===== src/rtl/l2m_pkg.sv =====
package l2m_pkg;

  localparam logic REG_SEL_FLUSH = 1'b0;
  localparam logic REG_SEL_CLEAN = 1'b1;
  localparam int   CMD_BIT       = 0;

  typedef enum logic {
    OP_FLUSH = 1'b0,
    OP_CLEAN = 1'b1
  } maint_op_e;

  typedef enum logic [2:0] {
    W_IDLE,
    W_RD,
    W_CHK,
    W_SNP,
    W_DMA,
    W_PINV,
    W_LINV,
    W_NEXT
  } walk_st_e;

endpackage


===== src/rtl/l2m_ctrl_regs.sv =====
module l2m_ctrl_regs
  import l2m_pkg::*;
#(
  parameter int REG_W = 32
) (
  input  logic             clk,
  input  logic             rst_n,
  input  logic             reg_we,
  input  logic             reg_addr,
  input  logic [REG_W-1:0] reg_wdata,
  output logic [REG_W-1:0] reg_rdata,
  input  logic             walk_done,
  output logic             start_go,
  output maint_op_e        start_op,
  output logic             flush_busy,
  output logic             clean_busy
);

  logic any_busy;
  logic cmd_set;

  assign any_busy = flush_busy | clean_busy;
  assign cmd_set  = reg_we & reg_wdata[CMD_BIT];
  assign start_go = cmd_set & ~any_busy;
  assign start_op = (reg_addr == REG_SEL_CLEAN) ? OP_CLEAN : OP_FLUSH;

  always_ff @(posedge clk) begin
    if (!rst_n) begin
      flush_busy <= 1'b0;
      clean_busy <= 1'b0;
    end else if (start_go) begin
      flush_busy <= (start_op == OP_FLUSH);
      clean_busy <= (start_op == OP_CLEAN);
    end else if (walk_done) begin
      flush_busy <= 1'b0;
      clean_busy <= 1'b0;
    end
  end

  always_comb begin
    reg_rdata = '0;
    reg_rdata[CMD_BIT] = (reg_addr == REG_SEL_CLEAN) ? clean_busy : flush_busy;
  end

  AST_ONE_OP: assert property (@(posedge clk) disable iff (!rst_n)
    !(flush_busy && clean_busy));
  AST_FLUSH_HOLD: assert property (@(posedge clk) disable iff (!rst_n)
    flush_busy && !walk_done |=> flush_busy);
  AST_CLEAN_HOLD: assert property (@(posedge clk) disable iff (!rst_n)
    clean_busy && !walk_done |=> clean_busy);

endmodule


===== src/rtl/l2m_line_walker.sv =====
module l2m_line_walker
  import l2m_pkg::*;
#(
  parameter int IDX_W  = 4,
  parameter int TAG_W  = 8,
  parameter int LINE_W = 32
) (
  input  logic                   clk,
  input  logic                   rst_n,
  input  logic                   start_go,
  input  maint_op_e              start_op,
  output logic                   walk_done,
  output logic                   ln_rd,
  output logic                   ln_inv,
  output logic [IDX_W-1:0]       ln_idx,
  input  logic                   ln_valid,
  input  logic [TAG_W-1:0]       ln_tag,
  input  logic [LINE_W-1:0]      ln_data,
  output logic                   snp_req,
  output logic                   snp_inv,
  output logic [TAG_W+IDX_W-1:0] snp_addr,
  input  logic                   snp_ack,
  input  logic                   snp_dirty,
  input  logic [LINE_W-1:0]      snp_data,
  output logic                   pc_inv_req,
  output logic [TAG_W+IDX_W-1:0] pc_inv_addr,
  input  logic                   pc_inv_ack,
  output logic                   dma_req,
  output logic [TAG_W+IDX_W-1:0] dma_addr,
  output logic [LINE_W-1:0]      dma_data,
  input  logic                   dma_ack
);

  localparam int ADDR_W = TAG_W + IDX_W;
  localparam logic [IDX_W-1:0] LAST_IDX = {IDX_W{1'b1}};

  function automatic logic [ADDR_W-1:0] line_addr(input logic [TAG_W-1:0] tag,
                                                  input logic [IDX_W-1:0] idx);
    return {tag, idx};
  endfunction

  function automatic logic [LINE_W-1:0] pick_data(input logic dirty,
                                                  input logic [LINE_W-1:0] from_l1,
                                                  input logic [LINE_W-1:0] from_l2);
    return dirty ? from_l1 : from_l2;
  endfunction

  walk_st_e          st;
  maint_op_e         op_q;
  logic [IDX_W-1:0]  idx_q;
  logic [TAG_W-1:0]  tag_q;
  logic [LINE_W-1:0] data_q;

  logic line_take;
  logic line_skip;
  logic snp_done;
  logic dma_done;
  logic pinv_done;
  logic last_line;

  assign line_take = (st == W_CHK) &&  ln_valid;
  assign line_skip = (st == W_CHK) && !ln_valid;
  assign snp_done  = (st == W_SNP) && snp_ack;
  assign dma_done  = (st == W_DMA) && dma_ack;
  assign pinv_done = (st == W_PINV) && pc_inv_ack;
  assign last_line = (idx_q == LAST_IDX);
  assign walk_done = (st == W_NEXT) && last_line;

  always_ff @(posedge clk) begin
    if (!rst_n) begin
      st     <= W_IDLE;
      op_q   <= OP_FLUSH;
      idx_q  <= '0;
      tag_q  <= '0;
      data_q <= '0;
    end else begin
      case (st)
        W_IDLE: if (start_go) begin
          op_q  <= start_op;
          idx_q <= '0;
          st    <= W_RD;
        end
        W_RD: st <= W_CHK;
        W_CHK: begin
          if (line_take) begin
            tag_q  <= ln_tag;
            data_q <= ln_data;
            st     <= W_SNP;
          end else begin
            st <= W_NEXT;
          end
        end
        W_SNP: if (snp_done) begin
          data_q <= pick_data(snp_dirty, snp_data, data_q);
          st     <= W_DMA;
        end
        W_DMA: if (dma_done) begin
          st <= (op_q == OP_CLEAN) ? W_PINV : W_NEXT;
        end
        W_PINV: if (pinv_done) st <= W_LINV;
        W_LINV: st <= W_NEXT;
        W_NEXT: begin
          if (last_line) begin
            st <= W_IDLE;
          end else begin
            idx_q <= idx_q + 1'b1;
            st    <= W_RD;
          end
        end
        default: st <= W_IDLE;
      endcase
    end
  end

  assign ln_rd       = (st == W_RD);
  assign ln_inv      = (st == W_LINV);
  assign ln_idx      = idx_q;
  assign snp_req     = (st == W_SNP);
  assign snp_inv     = (op_q == OP_CLEAN);
  assign snp_addr    = line_addr(tag_q, idx_q);
  assign dma_req     = (st == W_DMA);
  assign dma_addr    = line_addr(tag_q, idx_q);
  assign dma_data    = data_q;
  assign pc_inv_req  = (st == W_PINV);
  assign pc_inv_addr = line_addr(tag_q, idx_q);

  AST_DMA_HOLD: assert property (@(posedge clk) disable iff (!rst_n)
    dma_req && !dma_ack |=> dma_req && $stable(dma_addr) && $stable(dma_data));
  AST_PINV_HOLD: assert property (@(posedge clk) disable iff (!rst_n)
    pc_inv_req && !pc_inv_ack |=> pc_inv_req && $stable(pc_inv_addr));
  AST_SNP_HOLD: assert property (@(posedge clk) disable iff (!rst_n)
    snp_req && !snp_ack |=> snp_req && $stable(snp_addr));
  AST_ONE_ACTIVE: assert property (@(posedge clk) disable iff (!rst_n)
    $onehot0({ln_rd, snp_req, dma_req, pc_inv_req, ln_inv}));
  AST_FLUSH_NO_INV: assert property (@(posedge clk) disable iff (!rst_n)
    op_q == OP_FLUSH |-> !pc_inv_req && !ln_inv);
  AST_SKIP_NO_SNP: assert property (@(posedge clk) disable iff (!rst_n)
    line_skip |=> !snp_req && !dma_req);
  AST_IDX_STEP: assert property (@(posedge clk) disable iff (!rst_n)
    ln_rd && $past(st) == W_NEXT |-> ln_idx == $past(ln_idx) + 1'b1);

endmodule


===== src/rtl/l2_maint_seq.sv =====
module l2_maint_seq
  import l2m_pkg::*;
#(
  parameter int REG_W  = 32,
  parameter int IDX_W  = 4,
  parameter int TAG_W  = 8,
  parameter int LINE_W = 32
) (
  input  logic                   clk,
  input  logic                   rst_n,
  input  logic                   reg_we,
  input  logic                   reg_addr,
  input  logic [REG_W-1:0]       reg_wdata,
  output logic [REG_W-1:0]       reg_rdata,
  output logic                   ln_rd,
  output logic                   ln_inv,
  output logic [IDX_W-1:0]       ln_idx,
  input  logic                   ln_valid,
  input  logic [TAG_W-1:0]       ln_tag,
  input  logic [LINE_W-1:0]      ln_data,
  output logic                   snp_req,
  output logic                   snp_inv,
  output logic [TAG_W+IDX_W-1:0] snp_addr,
  input  logic                   snp_ack,
  input  logic                   snp_dirty,
  input  logic [LINE_W-1:0]      snp_data,
  output logic                   pc_inv_req,
  output logic [TAG_W+IDX_W-1:0] pc_inv_addr,
  input  logic                   pc_inv_ack,
  output logic                   dma_req,
  output logic [TAG_W+IDX_W-1:0] dma_addr,
  output logic [LINE_W-1:0]      dma_data,
  input  logic                   dma_ack
);

  logic      start_go;
  maint_op_e start_op;
  logic      walk_done;
  logic      flush_busy;
  logic      clean_busy;

  l2m_ctrl_regs #(.REG_W(REG_W)) u_regs (
    .clk        (clk),
    .rst_n      (rst_n),
    .reg_we     (reg_we),
    .reg_addr   (reg_addr),
    .reg_wdata  (reg_wdata),
    .reg_rdata  (reg_rdata),
    .walk_done  (walk_done),
    .start_go   (start_go),
    .start_op   (start_op),
    .flush_busy (flush_busy),
    .clean_busy (clean_busy)
  );

  l2m_line_walker #(.IDX_W(IDX_W), .TAG_W(TAG_W), .LINE_W(LINE_W)) u_walk (
    .clk         (clk),
    .rst_n       (rst_n),
    .start_go    (start_go),
    .start_op    (start_op),
    .walk_done   (walk_done),
    .ln_rd       (ln_rd),
    .ln_inv      (ln_inv),
    .ln_idx      (ln_idx),
    .ln_valid    (ln_valid),
    .ln_tag      (ln_tag),
    .ln_data     (ln_data),
    .snp_req     (snp_req),
    .snp_inv     (snp_inv),
    .snp_addr    (snp_addr),
    .snp_ack     (snp_ack),
    .snp_dirty   (snp_dirty),
    .snp_data    (snp_data),
    .pc_inv_req  (pc_inv_req),
    .pc_inv_addr (pc_inv_addr),
    .pc_inv_ack  (pc_inv_ack),
    .dma_req     (dma_req),
    .dma_addr    (dma_addr),
    .dma_data    (dma_data),
    .dma_ack     (dma_ack)
  );

  AST_IDLE_QUIET: assert property (@(posedge clk) disable iff (!rst_n)
    !(flush_busy || clean_busy) |-> !ln_rd && !dma_req && !snp_req);
  AST_DONE_BUSY: assert property (@(posedge clk) disable iff (!rst_n)
    walk_done |-> flush_busy || clean_busy);

endmodule


===== config.mk =====
export PLATFORM = sky130hd
export DESIGN_NAME = l2_maint_seq
export DESIGN_NICKNAME = d
export VERILOG_FILES = /design/src/rtl/l2m_pkg.sv /design/src/rtl/l2m_ctrl_regs.sv /design/src/rtl/l2m_line_walker.sv /design/src/rtl/l2_maint_seq.sv
export SDC_FILE = /design/constraint.sdc
export NUM_CORES = 1
export LEC_CHECK = 0
export ABC_AREA = 0
export BUFFER_PORTS_ARGS = -buffer_cell sky130_fd_sc_hd__buf_2
export CORE_MARGIN = 10
export CORE_UTILIZATION = 40
export CTS_CLUSTER_DIAMETER = 120
export DETAILED_ROUTE_END_ITERATION = 16
export GPL_ROUTABILITY_DRIVEN = 0
export PLACE_DENSITY = 0.77
export SKIP_CTS_REPAIR_TIMING = 1
export SLEW_MARGIN = 20
export SYNTH_ARGS = -nofsm -noshare
export SYNTH_HDL_FRONTEND = slang
export SYNTH_SLANG_ARGS = --single-unit

===== constraint.sdc =====
create_clock -name clk -period 1.46 [get_ports clk]
set_input_delay 0.219 -clock clk [delete_from_list [all_inputs] [get_ports clk]]
set_output_delay 0.219 -clock clk [all_outputs]
set_load 0.05 [all_outputs]

==> out/qor.txt, run 1 <==
Worst Path Max Fanout: 13
Synth-to-layout area growth: 31.0%
Clock-pin slew on the worst setup and hold paths: 0.10 ns
WL/cell: 14.8 um
Most instantiated cells after synthesis: 66 x buf_4, 50 x dfxtp_1, 41 x mux2i_1
FMAX: 674 MHz
Failing checks: setup timing
H-tree depth: 2
Max-Cap Viols: 0
Status: finished with violations
Starting Density: 0.420
Via count: 2513
Critical Path Start Type: flop
Synthesized-area fraction occupied by adder cells: 0.00431
Antenna diodes: 0
Synth Instances: 308
Post-synth top area share: 0.345
Worst path max stage delay: 0.34 ns
Mapped Avg Cell Area: 9.42 um^2
Pwr dens: 878 nW/um^2
Setup violators final: 2
Critical path arrival: 1.26 ns
DRC: 0
Most area-hungry cell type in the Yosys netlist: dfxtp_1
Leak: 2.46 nW
Largest family of logic cells by synthesized area: buffers and inverters
Cell Area, Synth: 2900 um^2
Worst setup path class: reg2out
Overall power: 3.34 mW
IO Count: 223
Max Buffers Root-to-Sink: 2
Core Region: 6910 um^2
Placed instance area: 3490 um^2
First drt pass iteration count: 4
# port buffers: 160
Setup ws final: -0.0238 ns
Post-DP HPWL: 6.22 mm
GR Overflow Total: 0
Die Width: 105 um
CP top delay family: buffers and inverters
Tot GR Track Use: 0.132
Latest clock arrival within the worst-skew pair: 0.30 ns
Minimum clock period after layout: 1.48 ns
CP max-delay cell: dfxtp_2
Max VDD drop: 0.426 mV
Antenna Nets Post-Route: 0
Yosys warnings: 0
Crit path cell chain: buf_4, inv_1, nor3_4, buf_6
Asr flop ratio synth: 0
Global-route wire length before repair: 12.5 mm
CTS root buffer: clkbuf_8
Register area share after synthesis: 0.345
Num CTS Buffers: 5
Most common cell in the netlist: buf_4
Hold Fails Final Rpt: 0
Fin area: 3800 um^2
Die H: 105 um
Post-synthesis mux area share: 0.149
Final net count: 564
Worst Hold Class: in2reg
Max Slew Vio Count: 0
RSZ-0062 raised after global routing: true
Crit path buf inv count: 3
Post-synthesis simple-gate area fraction: 0.139
Initial antenna violation count: 0
Top FF cell, synth: dfxtp_1
Share of cells above drive strength 1: 0.477
Largest net degree at the start of global routing: 43
Top cells by area, synth: dfxtp_1 34%, buf_4 17%, mux2i_1 14%
Final worst-path cycle share: 1.02
Synth Register Bits: 50
Placement Rows: 30
Initial DRC count: 84
Die area: 11100 um^2
Place WS: 0.0597 ns
Distinct cells, synth: 36
Vias in the first global route: 2589
DR vias/cell: 4.59
TritonCTS Sinks: 50
TritonCTS clock tree: done
Synth Area in Compound Gates: 0.150
Worst Path Required: 1.24 ns
Critical Path Sink Type: output port
Synth Area in XOR/XNOR: 0.00906
Number of synthesized flops with an enable pin: 0
Setup Skew: 0.00807 ns
Post-Route WL: 8.09 mm
## area by class of cell
| cell class | count | area, um^2 |
|---|---|---|
| timing repair buffer | 184 | 1090 |
| tap | 96 | 120 |
| clock buffer | 5 | 68.8 |
| inverter | 2 | 7.51 |
| fill | 620 | 3100 |
| multi-input combinational | 207 | 1460 |
| clock inverter | 3 | 43.8 |
| sequential | 50 | 1010 |
## metrics by stage
| stage | utilization | setup TNS, ns | hold slack [ns] | cells |
|---|---|---|---|---|
| finish | 0.551 | -0.0268 | 0.168 | 547 |
| global route | 0.551 | -0.503 | 0.184 | 547 |
| CTS | 0.521 | -0.667 | 0.161 | 532 |
| detailed placement | 0.505 | 0 | 0.481 | 524 |
| global placement | 0.505 | 0 | 0.474 | 524 |
| floorplan | - | -0.0122 | 0.375 | 338 |
## kinds of logic after synthesis
logic type / count (synthesis)
flip-flops: 50
XOR/XNOR: 3
buffers and inverters: 81
AND/OR/NAND/NOR: 82
adder cells (fa/ha/maj): 1
other: 1
AO/OA/AOI/OAI: 47
multiplexers: 43
## placed cells by master (no fill, tap or decap), types with 2 or more instances in the layout
cell      synthesis  routed
mux2i_1          41      40
buf_6             4       7
nor2_2            0       2
buf_8             0       2
conb_1            1      31
nor3_1            4       2
nand3_1           6       6
nor2_1            9       7
buf_2             4     155
nor2b_1          13      13
nand3b_1          2       2
o211a_1          32      32
and3_1            3       2
clkbuf_8          0       5
dfxtp_2           0       6
xnor2_1           2       2
a22oi_1           3       3
buf_4            66      16
buf_12            0       3
mux2_2            2       2
o21ai_0           4       4
nand2_1          39      39
dfxtp_1          50      43
## power breakdown
| part | switching (mW) | total [mW] | internal (mW) | leakage [nW] |
|---|---|---|---|---|
| registers | 0.0336 | 1.45 | 1.42 | 0.408 |
| logic | 0.604 | 0.886 | 0.282 | 1.99 |
| clock network | 0.488 | 1.00 | 0.515 | 0.0585 |
## sequential cells by signal, indices dropped and copies added, names as in the netlist
name / cells
u_walk.snp_inv: 1
u_regs.clean_busy: 1
u_regs.flush_busy: 1
u_walk.st: 3
u_walk.ln_idx: 4
u_walk.tag_q: 8
u_walk.dma_data: 32
## layer usage
layer | global-route usage | up-vias | part of all wire
li1 | - | 1252 | -
met2 | 0.222 | 138 | 0.48
met1 | 0.141 | 1119 | 0.40
met5 | 0 | - | 0
met4 | 0.0265 | 0 | 0.0051
met3 | 0.0768 | 4 | 0.12
## tightest hold or removal path: cells and delay by family
| family | cells | cell delay, ns |
|---|---|---|
| AND/OR/NAND/NOR | 1 | 0.09 |
| buffers and inverters | 1 | 0.07 |
| multiplexers | 1 | 0.05 |
## final timing paths
check                           cells after the start                               end  slack (ns)                            start
worst max-delay path                                4                           dma_req       -0.02        u_walk.st[2]$_SDFFE_PN0P_
worst min-delay path                                3      u_walk.tag_q[2]$_SDFFE_PN0P_        0.17                        ln_tag[2]
worst max register to register                      7  u_walk.dma_data[15]$_SDFFE_PN0P_        0.05        u_walk.st[2]$_SDFFE_PN0P_
worst min register to register                      1   u_walk.dma_data[6]$_SDFFE_PN0P_        0.50  u_walk.dma_data[6]$_SDFFE_PN0P_
No activity file was read; power rests on OpenSTA's default activity.
==> run 2, diff against run 1 <==
--- a/config.mk
+++ b/config.mk
@@ -7,6 +7,7 @@
 export LEC_CHECK = 0
 export ABC_AREA = 0
 export BUFFER_PORTS_ARGS = -buffer_cell sky130_fd_sc_hd__buf_2
+export CORE_ASPECT_RATIO = 0.75
 export CORE_MARGIN = 10
 export CORE_UTILIZATION = 40
 export CTS_CLUSTER_DIAMETER = 120
==> run 2 against run 1 <==
The flow now finishes without violations. Sequential power is essentially flat. Utilization shrank 0.40 points. Flip-flop and latch count is the same. Clock power shrank 16%. Setup slack gained 0.024 ns.
==> out/qor.txt, run 2 (synthesis gave the netlist of run 1 again) <==
Largest register FFs: 32
Post-Route WL: 8.88 mm
Worst Path Max Fanout: 6
Final net count: 556
Die H: 93.8 um
Initial DRC count: 68
Commonest non-fill, non-tap cell in the layout: buf_2
Critical Path Sink Type: output port
Max VDD drop: 0.367 mV
Starting Density: 0.419
Place WS: 0.0286 ns
Vias in the first global route: 2548
DRC: 0
Worst Path Required: 1.24 ns
Via count: 2563
Worst setup path class: reg2out
Hold_sp: ln_tag[0]
Die area: 11100 um^2
Status: finished clean
Share of cells above drive strength 1: 0.470
GR Overflow Total: 0
Setup violators final: 0
Tot GR Track Use: 0.136
TritonCTS clock tree: done
Core Region: 6930 um^2
Clock-pin slew on the worst setup and hold paths: 0.09 ns
Critical Path Start Type: flop
Layout Utilization: 0.547
WL/cell: 16.4 um
TritonCTS Sinks: 50
Most frequent cells in the layout: 156 x buf_2, 43 x dfxtp_1, 39 x nand2_1
Global-route wire length before repair: 12.7 mm
Minimum clock period after layout: 1.46 ns
Hold Fails Final Rpt: 0
Die Width: 118 um
# port buffers: 160
Pwr dens: 848 nW/um^2
CTS root buffer: clkbuf_8
Setup Skew: 0.00639 ns
Largest net degree at the start of global routing: 65
Synth-to-layout area growth: 30.5%
Worst Hold Class: in2reg
RSZ-0062 raised after global routing: true
Final worst-path cycle share: 1.00
First drt pass iteration count: 4
Num CTS Buffers: 5
Max Buffers Root-to-Sink: 2
Antenna Nets Post-Route: 0
H-tree depth: 2
Latest clock arrival within the worst-skew pair: 0.30 ns
DR vias/cell: 4.74
Initial antenna violation count: 0
IO Count: 223
Setup ws final: 0.000467 ns
FMAX: 685 MHz
Critical path arrival: 1.24 ns
Post-DP HPWL: 6.63 mm
Antenna diodes: 0
RR Startpoint: u_walk.st[2]$_SDFFE_PN0P_
Crit path from: u_walk.st[2]$_SDFFE_PN0P_
Flop2flop setup slack: 0.02 ns
Setup TNS: 0 ns
Placement Rows: 26
Leak: 2.40 nW
Max Slew Vio Count: 0
Max-Cap Viols: 0
[run 2: cell types whose count changed in the layout (fill, tap and decap cells not counted), moves of 2 or more]
cell     delta
buf_6       -2
mux2i_2     +3
mux2i_1     -4
dfxtp_4     +2
buf_4      -10
dfxtp_2     -2
[run 2: critical path, stage by stage, from the launching register on]
cell and delay [ns]:
dfxtp_4 0.37, nand3b_1 0.22, buf_12 0.18, clkinv_4 0.04, buf_8 0.13
[run 2: where the power goes]
part | internal (mW) | total, mW | switching [mW]
Combinational | 0.297 | 0.918 | 0.621
Clock | 0.384 | 0.837 | 0.454
Sequential | 1.42 | 1.45 | 0.0388
Total | 2.10 | 3.21 | 1.11
[run 2: per-stage QoR]
| step | power [mW] | hold WS, ns | std cells | cell area (um^2) |
|---|---|---|---|---|
| finish | 3.21 | 0.175 | 541 | 3790 |
| global route | 3.37 | 0.175 | 541 | 3790 |
| CTS | 3.18 | 0.168 | 533 | 3570 |
| detailed placement | 2.34 | 0.479 | 525 | 3480 |
| global placement | 2.32 | 0.474 | 525 | 3480 |
| floorplan | 2.20 | 0.375 | 338 | 3040 |
[run 2: cell type report]
type | instances | area, um^2
clock buffers | 7 | 86.3
clock inverters | 1 | 5.00
fillers | 648 | 3140
inverters | 2 | 12.5
multi-input cells | 207 | 1490
flip-flops and latches | 50 | 1020
well taps | 98 | 123
repair buffers | 176 | 1060
[run 2: final timing paths]
path | depth (start not counted) | to
setup / recovery | 4 | snp_req
hold / removal | 3 | u_walk.tag_q[0]$_SDFFE_PN0P_
setup reg to reg | 6 | u_walk.dma_data[22]$_SDFFE_PN0P_
hold reg to reg | 2 | u_walk.snp_inv$_SDFFE_PN0P_
[run 2: metal layers]
metal | GRT usage | up-vias | share of wire
li1 | - | 1239 | -
met1 | 0.145 | 1170 | 0.41
met2 | 0.226 | 141 | 0.45
met3 | 0.0835 | 13 | 0.12
met4 | 0.0349 | 0 | 0.013
met5 | 0 | - | 0
